$ cat src/rtl/wdog_pkg.sv
package wdog_pkg;
  localparam logic [7:0] OFF_CTRL    = 8'h90;
  localparam logic [7:0] OFF_PRELOAD = 8'h94;
  localparam logic [7:0] OFF_STATUS  = 8'h98;
  localparam logic [7:0] OFF_KEY     = 8'h9C;
  localparam logic [7:0] OFF_CNT     = 8'hA0;
  localparam logic [7:0] OFF_REACT   = 8'hA4;
  localparam logic [7:0] OFF_WIN     = 8'hA8;

  localparam logic [31:0] ARM_WORD   = 32'hA985_59DA;
  localparam logic [31:0] KEY_FIRST  = 32'h0000_E51A;
  localparam logic [31:0] KEY_SECOND = 32'h0000_A35C;
  localparam logic [31:0] REACT_NMI  = 32'h0000_000A;

  localparam int ST_KEY_BIT = 0;
  localparam int ST_EXP_BIT = 1;

  typedef enum logic {KEY_IDLE, KEY_PEND} key_st_e;

  // window code -> right shift of the loaded period; 0 means fully open
  function automatic logic [2:0] win_shift(input logic [31:0] code);
    case (code)
      32'h0000_0050: win_shift = 3'd1;
      32'h0000_0500: win_shift = 3'd2;
      32'h0000_5000: win_shift = 3'd3;
      32'h0005_0000: win_shift = 3'd4;
      32'h0050_0000: win_shift = 3'd5;
      default:       win_shift = 3'd0;
    endcase
  endfunction
endpackage

$ cat src/rtl/wdog_counter.sv
module wdog_counter #(
  parameter int CW = 25
) (
  input  logic          clk_i,
  input  logic          rst_ni,
  input  logic          armed_i,
  input  logic          reload_i,
  input  logic [CW-1:0] reload_val_i,
  output logic [CW-1:0] cnt_o,
  output logic          expire_o,
  output logic          expired_o
);
  logic [CW-1:0] cnt_q;
  logic          expired_q;

  always_ff @(posedge clk_i or negedge rst_ni) begin
    if (!rst_ni) begin
      cnt_q     <= '0;
      expired_q <= 1'b0;
    end else if (reload_i) begin
      cnt_q <= reload_val_i;
    end else if (armed_i && !expired_q) begin
      if (cnt_q == '0) expired_q <= 1'b1;
      else             cnt_q     <= cnt_q - CW'(1);
    end
  end

  assign expire_o  = armed_i && !expired_q && (cnt_q == '0) && !reload_i;
  assign cnt_o     = cnt_q;
  assign expired_o = expired_q;

  AST_CNT_DEC: assert property (@(posedge clk_i) disable iff (!rst_ni)
    (armed_i && !expired_q && cnt_q != '0 && !reload_i) |=> cnt_q == $past(cnt_q) - CW'(1));
  AST_HOLD_ZERO: assert property (@(posedge clk_i) disable iff (!rst_ni)
    (expired_q && !reload_i) |=> (cnt_q == '0 && expired_q));
endmodule

$ cat src/rtl/wdog_window.sv
module wdog_window #(
  parameter int CW = 25
) (
  input  logic [CW-1:0] reload_i,
  input  logic [2:0]    shift_i,
  input  logic [CW-1:0] cnt_i,
  output logic          in_win_o
);
  logic [CW-1:0] thr [8];

  for (genvar g = 0; g < 8; g++) begin : g_thr
    assign thr[g] = reload_i >> g;
  end

  assign in_win_o = (cnt_i <= thr[shift_i]);
endmodule

$ cat src/rtl/wdog_key_fsm.sv
module wdog_key_fsm
  import wdog_pkg::*;
#(
  parameter int DW = 32
) (
  input  logic          clk_i,
  input  logic          rst_ni,
  input  logic          live_i,
  input  logic          wr_i,
  input  logic [DW-1:0] data_i,
  input  logic          in_win_i,
  output logic          service_o,
  output logic          violation_o
);
  key_st_e st_q, st_d;

  always_comb begin
    st_d        = st_q;
    service_o   = 1'b0;
    violation_o = 1'b0;
    if (wr_i && live_i) begin
      if (data_i == DW'(KEY_FIRST)) begin
        st_d = KEY_PEND;
      end else if (data_i == DW'(KEY_SECOND) && st_q == KEY_PEND && in_win_i) begin
        service_o = 1'b1;
        st_d      = KEY_IDLE;
      end else begin
        violation_o = 1'b1;
        st_d        = KEY_IDLE;
      end
    end
  end

  always_ff @(posedge clk_i or negedge rst_ni) begin
    if (!rst_ni) st_q <= KEY_IDLE;
    else         st_q <= st_d;
  end

  AST_NO_SVC_WHEN_DEAD: assert property (@(posedge clk_i) disable iff (!rst_ni)
    !live_i |-> (!service_o && !violation_o));
endmodule

$ cat src/rtl/win_wdog.sv
module win_wdog
  import wdog_pkg::*;
#(
  parameter int AW        = 8,
  parameter int DW        = 32,
  parameter int PRE_W     = 12,
  parameter int PRE_SHIFT = 13
) (
  input  logic          clk_i,
  input  logic          rst_ni,
  input  logic [AW-1:0] addr_i,
  input  logic [DW-1:0] wdata_i,
  input  logic          we_i,
  output logic [DW-1:0] rdata_o,
  output logic          rst_o,
  output logic          nmi_o
);
  localparam int CW = PRE_W + PRE_SHIFT;

  logic             armed_q;
  logic [PRE_W-1:0] preload_q;
  logic [DW-1:0]    win_q, react_q;
  logic [CW-1:0]    act_reload_q;
  logic [2:0]       act_shift_q;
  logic [1:0]       stat_q, stat_d;

  logic [CW-1:0] cnt, reload_val;
  logic          expire, expired, in_win, service, violation;
  logic          wr_ctrl, wr_pre, wr_stat, wr_key, wr_react, wr_win;
  logic          arm_ev, reload, live, event_any, nmi_sel;

  assign wr_ctrl  = we_i && addr_i == AW'(OFF_CTRL);
  assign wr_pre   = we_i && addr_i == AW'(OFF_PRELOAD);
  assign wr_stat  = we_i && addr_i == AW'(OFF_STATUS);
  assign wr_key   = we_i && addr_i == AW'(OFF_KEY);
  assign wr_react = we_i && addr_i == AW'(OFF_REACT);
  assign wr_win   = we_i && addr_i == AW'(OFF_WIN);

  assign arm_ev     = wr_ctrl && !armed_q && wdata_i == DW'(ARM_WORD);
  assign reload_val = CW'(preload_q) << PRE_SHIFT;
  assign reload     = arm_ev || service;
  assign live       = armed_q && !expired && cnt != '0;
  assign event_any  = expire || violation;
  assign nmi_sel    = react_q == DW'(REACT_NMI);

  wdog_counter #(.CW(CW)) u_cnt (
    .clk_i        (clk_i),
    .rst_ni       (rst_ni),
    .armed_i      (armed_q),
    .reload_i     (reload),
    .reload_val_i (reload_val),
    .cnt_o        (cnt),
    .expire_o     (expire),
    .expired_o    (expired)
  );

  wdog_window #(.CW(CW)) u_win (
    .reload_i (act_reload_q),
    .shift_i  (act_shift_q),
    .cnt_i    (cnt),
    .in_win_o (in_win)
  );

  wdog_key_fsm #(.DW(DW)) u_key (
    .clk_i       (clk_i),
    .rst_ni      (rst_ni),
    .live_i      (live),
    .wr_i        (wr_key),
    .data_i      (wdata_i),
    .in_win_i    (in_win),
    .service_o   (service),
    .violation_o (violation)
  );

  always_comb begin
    stat_d = stat_q;
    if (wr_stat) stat_d = stat_d & ~wdata_i[1:0];
    if (expire)    stat_d[ST_EXP_BIT] = 1'b1;
    if (violation) stat_d[ST_KEY_BIT] = 1'b1;
  end

  always_ff @(posedge clk_i or negedge rst_ni) begin
    if (!rst_ni) begin
      armed_q      <= 1'b0;
      preload_q    <= '1;
      win_q        <= '0;
      react_q      <= '0;
      act_reload_q <= '0;
      act_shift_q  <= '0;
      stat_q       <= '0;
      rst_o        <= 1'b0;
      nmi_o        <= 1'b0;
    end else begin
      if (arm_ev)   armed_q   <= 1'b1;
      if (wr_pre)   preload_q <= wdata_i[PRE_W-1:0];
      if (wr_win)   win_q     <= wdata_i;
      if (wr_react) react_q   <= wdata_i;
      if (reload) begin
        act_reload_q <= reload_val;
        act_shift_q  <= win_shift(32'(win_q));
      end
      stat_q <= stat_d;
      rst_o  <= event_any && !nmi_sel;
      nmi_o  <= event_any && nmi_sel;
    end
  end

  always_comb begin
    case (addr_i)
      AW'(OFF_CTRL):    rdata_o = armed_q ? DW'(ARM_WORD) : '0;
      AW'(OFF_PRELOAD): rdata_o = DW'(preload_q);
      AW'(OFF_STATUS):  rdata_o = DW'(stat_q);
      AW'(OFF_CNT):     rdata_o = DW'(cnt);
      AW'(OFF_REACT):   rdata_o = react_q;
      AW'(OFF_WIN):     rdata_o = win_q;
      default:          rdata_o = '0;
    endcase
  end

  AST_ARMED_STICKY: assert property (@(posedge clk_i) disable iff (!rst_ni)
    armed_q |=> armed_q);
  AST_IDLE_ZERO: assert property (@(posedge clk_i) disable iff (!rst_ni)
    !armed_q |-> cnt == '0);
  AST_SERVICE_RELOAD: assert property (@(posedge clk_i) disable iff (!rst_ni)
    service |=> cnt == $past(reload_val));
  AST_ONE_REACTION: assert property (@(posedge clk_i) disable iff (!rst_ni)
    !(rst_o && nmi_o));
  AST_PULSE_LOGGED: assert property (@(posedge clk_i) disable iff (!rst_ni)
    (rst_o || nmi_o) |-> stat_q != '0);
endmodule

$ cat config.mk
export PLATFORM = sky130hd
export DESIGN_NAME = win_wdog
export DESIGN_NICKNAME = d
export VERILOG_FILES = /design/src/rtl/wdog_pkg.sv /design/src/rtl/wdog_counter.sv /design/src/rtl/wdog_window.sv /design/src/rtl/wdog_key_fsm.sv /design/src/rtl/win_wdog.sv
export SDC_FILE = /design/constraint.sdc
export NUM_CORES = 1
export LEC_CHECK = 0
export BUFFER_PORTS_ARGS = -buffer_cell sky130_fd_sc_hd__buf_4
export CORE_MARGIN = 8
export CORE_UTILIZATION = 50
export CTS_CLUSTER_DIAMETER = 100
export DETAILED_ROUTE_END_ITERATION = 16
export PLACE_DENSITY = 0.71
export SLEW_MARGIN = 15
export SYNTH_ARGS = -nofsm -noshare
export SYNTH_HDL_FRONTEND = slang
export SYNTH_SLANG_ARGS = --single-unit
$ cat constraint.sdc
create_clock -name clk_i -period 3.61 [get_ports clk_i]
set_input_delay 0.361 -clock clk_i [delete_from_list [all_inputs] [get_ports clk_i]]
set_output_delay 0.361 -clock clk_i [all_outputs]
set_load 0.005 [all_outputs]
==> reports/results.tsv <==
metric	value	unit
status	finished, final reports clean	
maximum root-to-sink buffer count	2	
async set-reset flop share out of synthesis	1.00	
Critical Path RT	3.91	ns
clk sinks	123	
Clock H-tree levels	4	
# Post-CTS Setup Buffers	0	
Diodes inserted	0	
Synth Net Count	712	
fmax	0.294	GHz
reg2reg setup slack	0.21	ns
critical path class	reg2reg	
Core Box Area	14300	um^2
Synth area leaders	dfrtp_1, mux2_2, mux2i_1	
vias in the first global route	6015	
final hold vios	0	
CP Launch Type	register	
WL/cell	22.8	um
Final #Nets	801	
first-pass GRT wire length	33300	um
PD cells	386	nW/um^2
RR Endpoint	u_cnt.cnt_o[21]	
clk_skew	0.0102	ns
Worst-Skew Late Latency	0.42	ns
Buf/Inv on CP	2	
CP Data Arrival Time	3.70	ns
leading cell types in the layout, fill and taps excluded	dfrtp_1, buf_4, mux2_2	
R2R cell count	12	
area delta synth->final	20.7	%
CP cell instances	buf_4 -> mux2i_1 -> o21ai_0 -> mux2i_1 -> ha_1 -> a21oi_1 -> o21ai_0 -> a221oi_1 -> o221ai_1 -> o41a_2 -> buf_12 -> mux2_4	
layout cells sized above 1	0.352	
Worst Setup End Kind	register	
via count	5886	
Worst Tran Pin Value	1.03	ns
CP max FO	20	
count of cell types in the netlist	55	
initial antenna violation count	0	
FF-to-FF Start	act_shift_q[1]	
commonest non-fill, non-tap cell in the layout	dfrtp_1	
Final HPWL DP	15600	um
mapped cell area	7210	um^2
Yosys reg bits	123	
Final ANT Viol Nets	0	
min cycle time layout	3.40	ns
Post-synth EDFFs	0	
CP max stage cell	o41a_2	
max_cap viols	0	
Worst-path clk slew	0.06	ns
Chip Width	136	um
Syn Area/Cell	11.1	um^2
synthesized instance count	649	
critical path's largest stage delay	0.47	ns
total track usage	0.234	
sequential element share of the synthesized area	0.429	
drt pass-1 iters	5	
Initial DRC Count	500	
setup TNS	0	ns
vias per cell	6.30	
Core Rows	44	
Worst Hold Class	in2reg	
Setup violations, final	0	
hold path depth	2	
Design Power	0.00336	W
IO Count	77	
total clock buffers created by CTS	17	
synth warn	0	
largest net degree at the start of global routing	86	
Die Ht	136	um
Max IR drop VDD	321	uV
Yosys top cell area share	0.385	
Die Area	18500	um^2
RSZ-0062 raised after global routing	no	
CP delay by family, top	compound AO/OA/AOI/OAI gates	
Final period util	0.941	
top_reg_cell synth	dfrtp_1	
P_leak	4.12	nW
Worst Hold End	win_q[17]	
gr ovfl total	0	
DRC viols	0	
I/O Buffers	76	
dominant cell type by area after synthesis	dfrtp_1	
Max-slew headroom	0.309	
Hold Path Origin	wdata_i[17]	
CTS tree	done	
Final Wtd Congestion	0.945	
clock root buffer	clkbuf_16	
Slew Viols, Final	0	
WL final	21300	um
initial core utilization	0.504	
[area by class of cell]
class                           instances  area, um^2
Fill cell                            1155        5610
Sequential cell                       123        3100
Inverter                                7        26.3
Tap cell                              184         230
Timing Repair Buffer                  101         798
Clock buffer                           18         439
Multi-Input combinational cell        488        3970
Clock inverter                         14         146
[per-stage QoR]
stage	setup slack [ns]	cells	util	hold WS (ns)	cell area [um^2]
3_5_place_dp	0.00403	902	0.566	0.378	8100
4_1_cts	0.0582	935	0.607	0.176	8690
2_1_floorplan	0.0470	649	-	0.0654	7210
3_3_place_gp	0.118	902	0.566	0.371	8100
6_report	0.214	935	0.608	0.184	8700
5_1_grt	0.0878	935	0.608	0.186	8700
[cell usage after synthesis (5+ instances only)]
library cell and n:
a211oi_1 5, a21oi_1 19, a22o_1 5, a22oi_1 5, and2_1 12, and4_1 5, buf_1 7, clkbuf_1 21
dfrtp_1 111, dfstp_2 12, ha_1 20, inv_1 7, mux2_2 80, mux2_4 25, mux2i_1 40, nand2_1 43
nand2b_1 6, nand3_1 26, nand4_1 11, nand4b_1 6, nor2_1 37, nor2b_1 7, nor3_1 6, nor4_1 27
o21ai_0 19, xnor2_1 20
[worst max path at each step]
| stage | start | end | slack [ns] | cells after the start |
|---|---|---|---|---|
| floorplan | act_shift_q[1] | act_reload_q[13] | 0.05 | 13 |
| global placement | act_shift_q[1] | act_shift_q[1] | 0.12 | 12 |
| detailed placement | act_shift_q[1] | act_reload_q[20] | 0.004 | 12 |
| CTS | act_shift_q[0] | u_cnt.cnt_o[21] | 0.06 | 10 |
| global route | act_shift_q[1] | act_reload_q[24] | 0.09 | 12 |
| finish | act_shift_q[1] | u_cnt.cnt_o[21] | 0.21 | 12 |
[state kept, by name, summed over array words and instances (netlist names)]
signal / count
u_cnt.cnt_o: 25
rst_o: 1
armed_q: 1
u_key.st_q: 1
preload_q: 12
nmi_o: 1
stat_q: 2
u_cnt.expired_o: 1
act_shift_q: 3
react_q: 32
win_q: 32
act_reload_q: 12
[what timing repair did]
| action | CTS | global route |
|---|---|---|
| resized for setup | 1 | 4 |
| pin swaps | 0 | 1 |
| hold buffers | 1 | 0 |
| endpoints found under the setup margin | 12 | 40 |
| endpoints found under the hold margin | 33 | 0 |
[metal layers]
metal  part of all wire  GRT usage
met3              0.066     0.0473
met1               0.43      0.305
met4              0.023     0.0995
met2               0.48      0.373
met5                  0          0
[logic make-up after synthesis]
logic type | share of synthesized area
mux | 0.242
compound gates | 0.0769
simple gates | 0.168
buf+inv | 0.0229
flops | 0.429
xor+xnor | 0.0267
fa+ha+maj | 0.0347
[power breakdown]
group / total [W] / switching, W / internal, W
clock network: 0.00168 / 0.000650 / 0.00103
registers: 0.00147 / 0.0000467 / 0.00143
logic: 0.000209 / 0.000112 / 0.0000973
(Power assumes the default switching activity.)
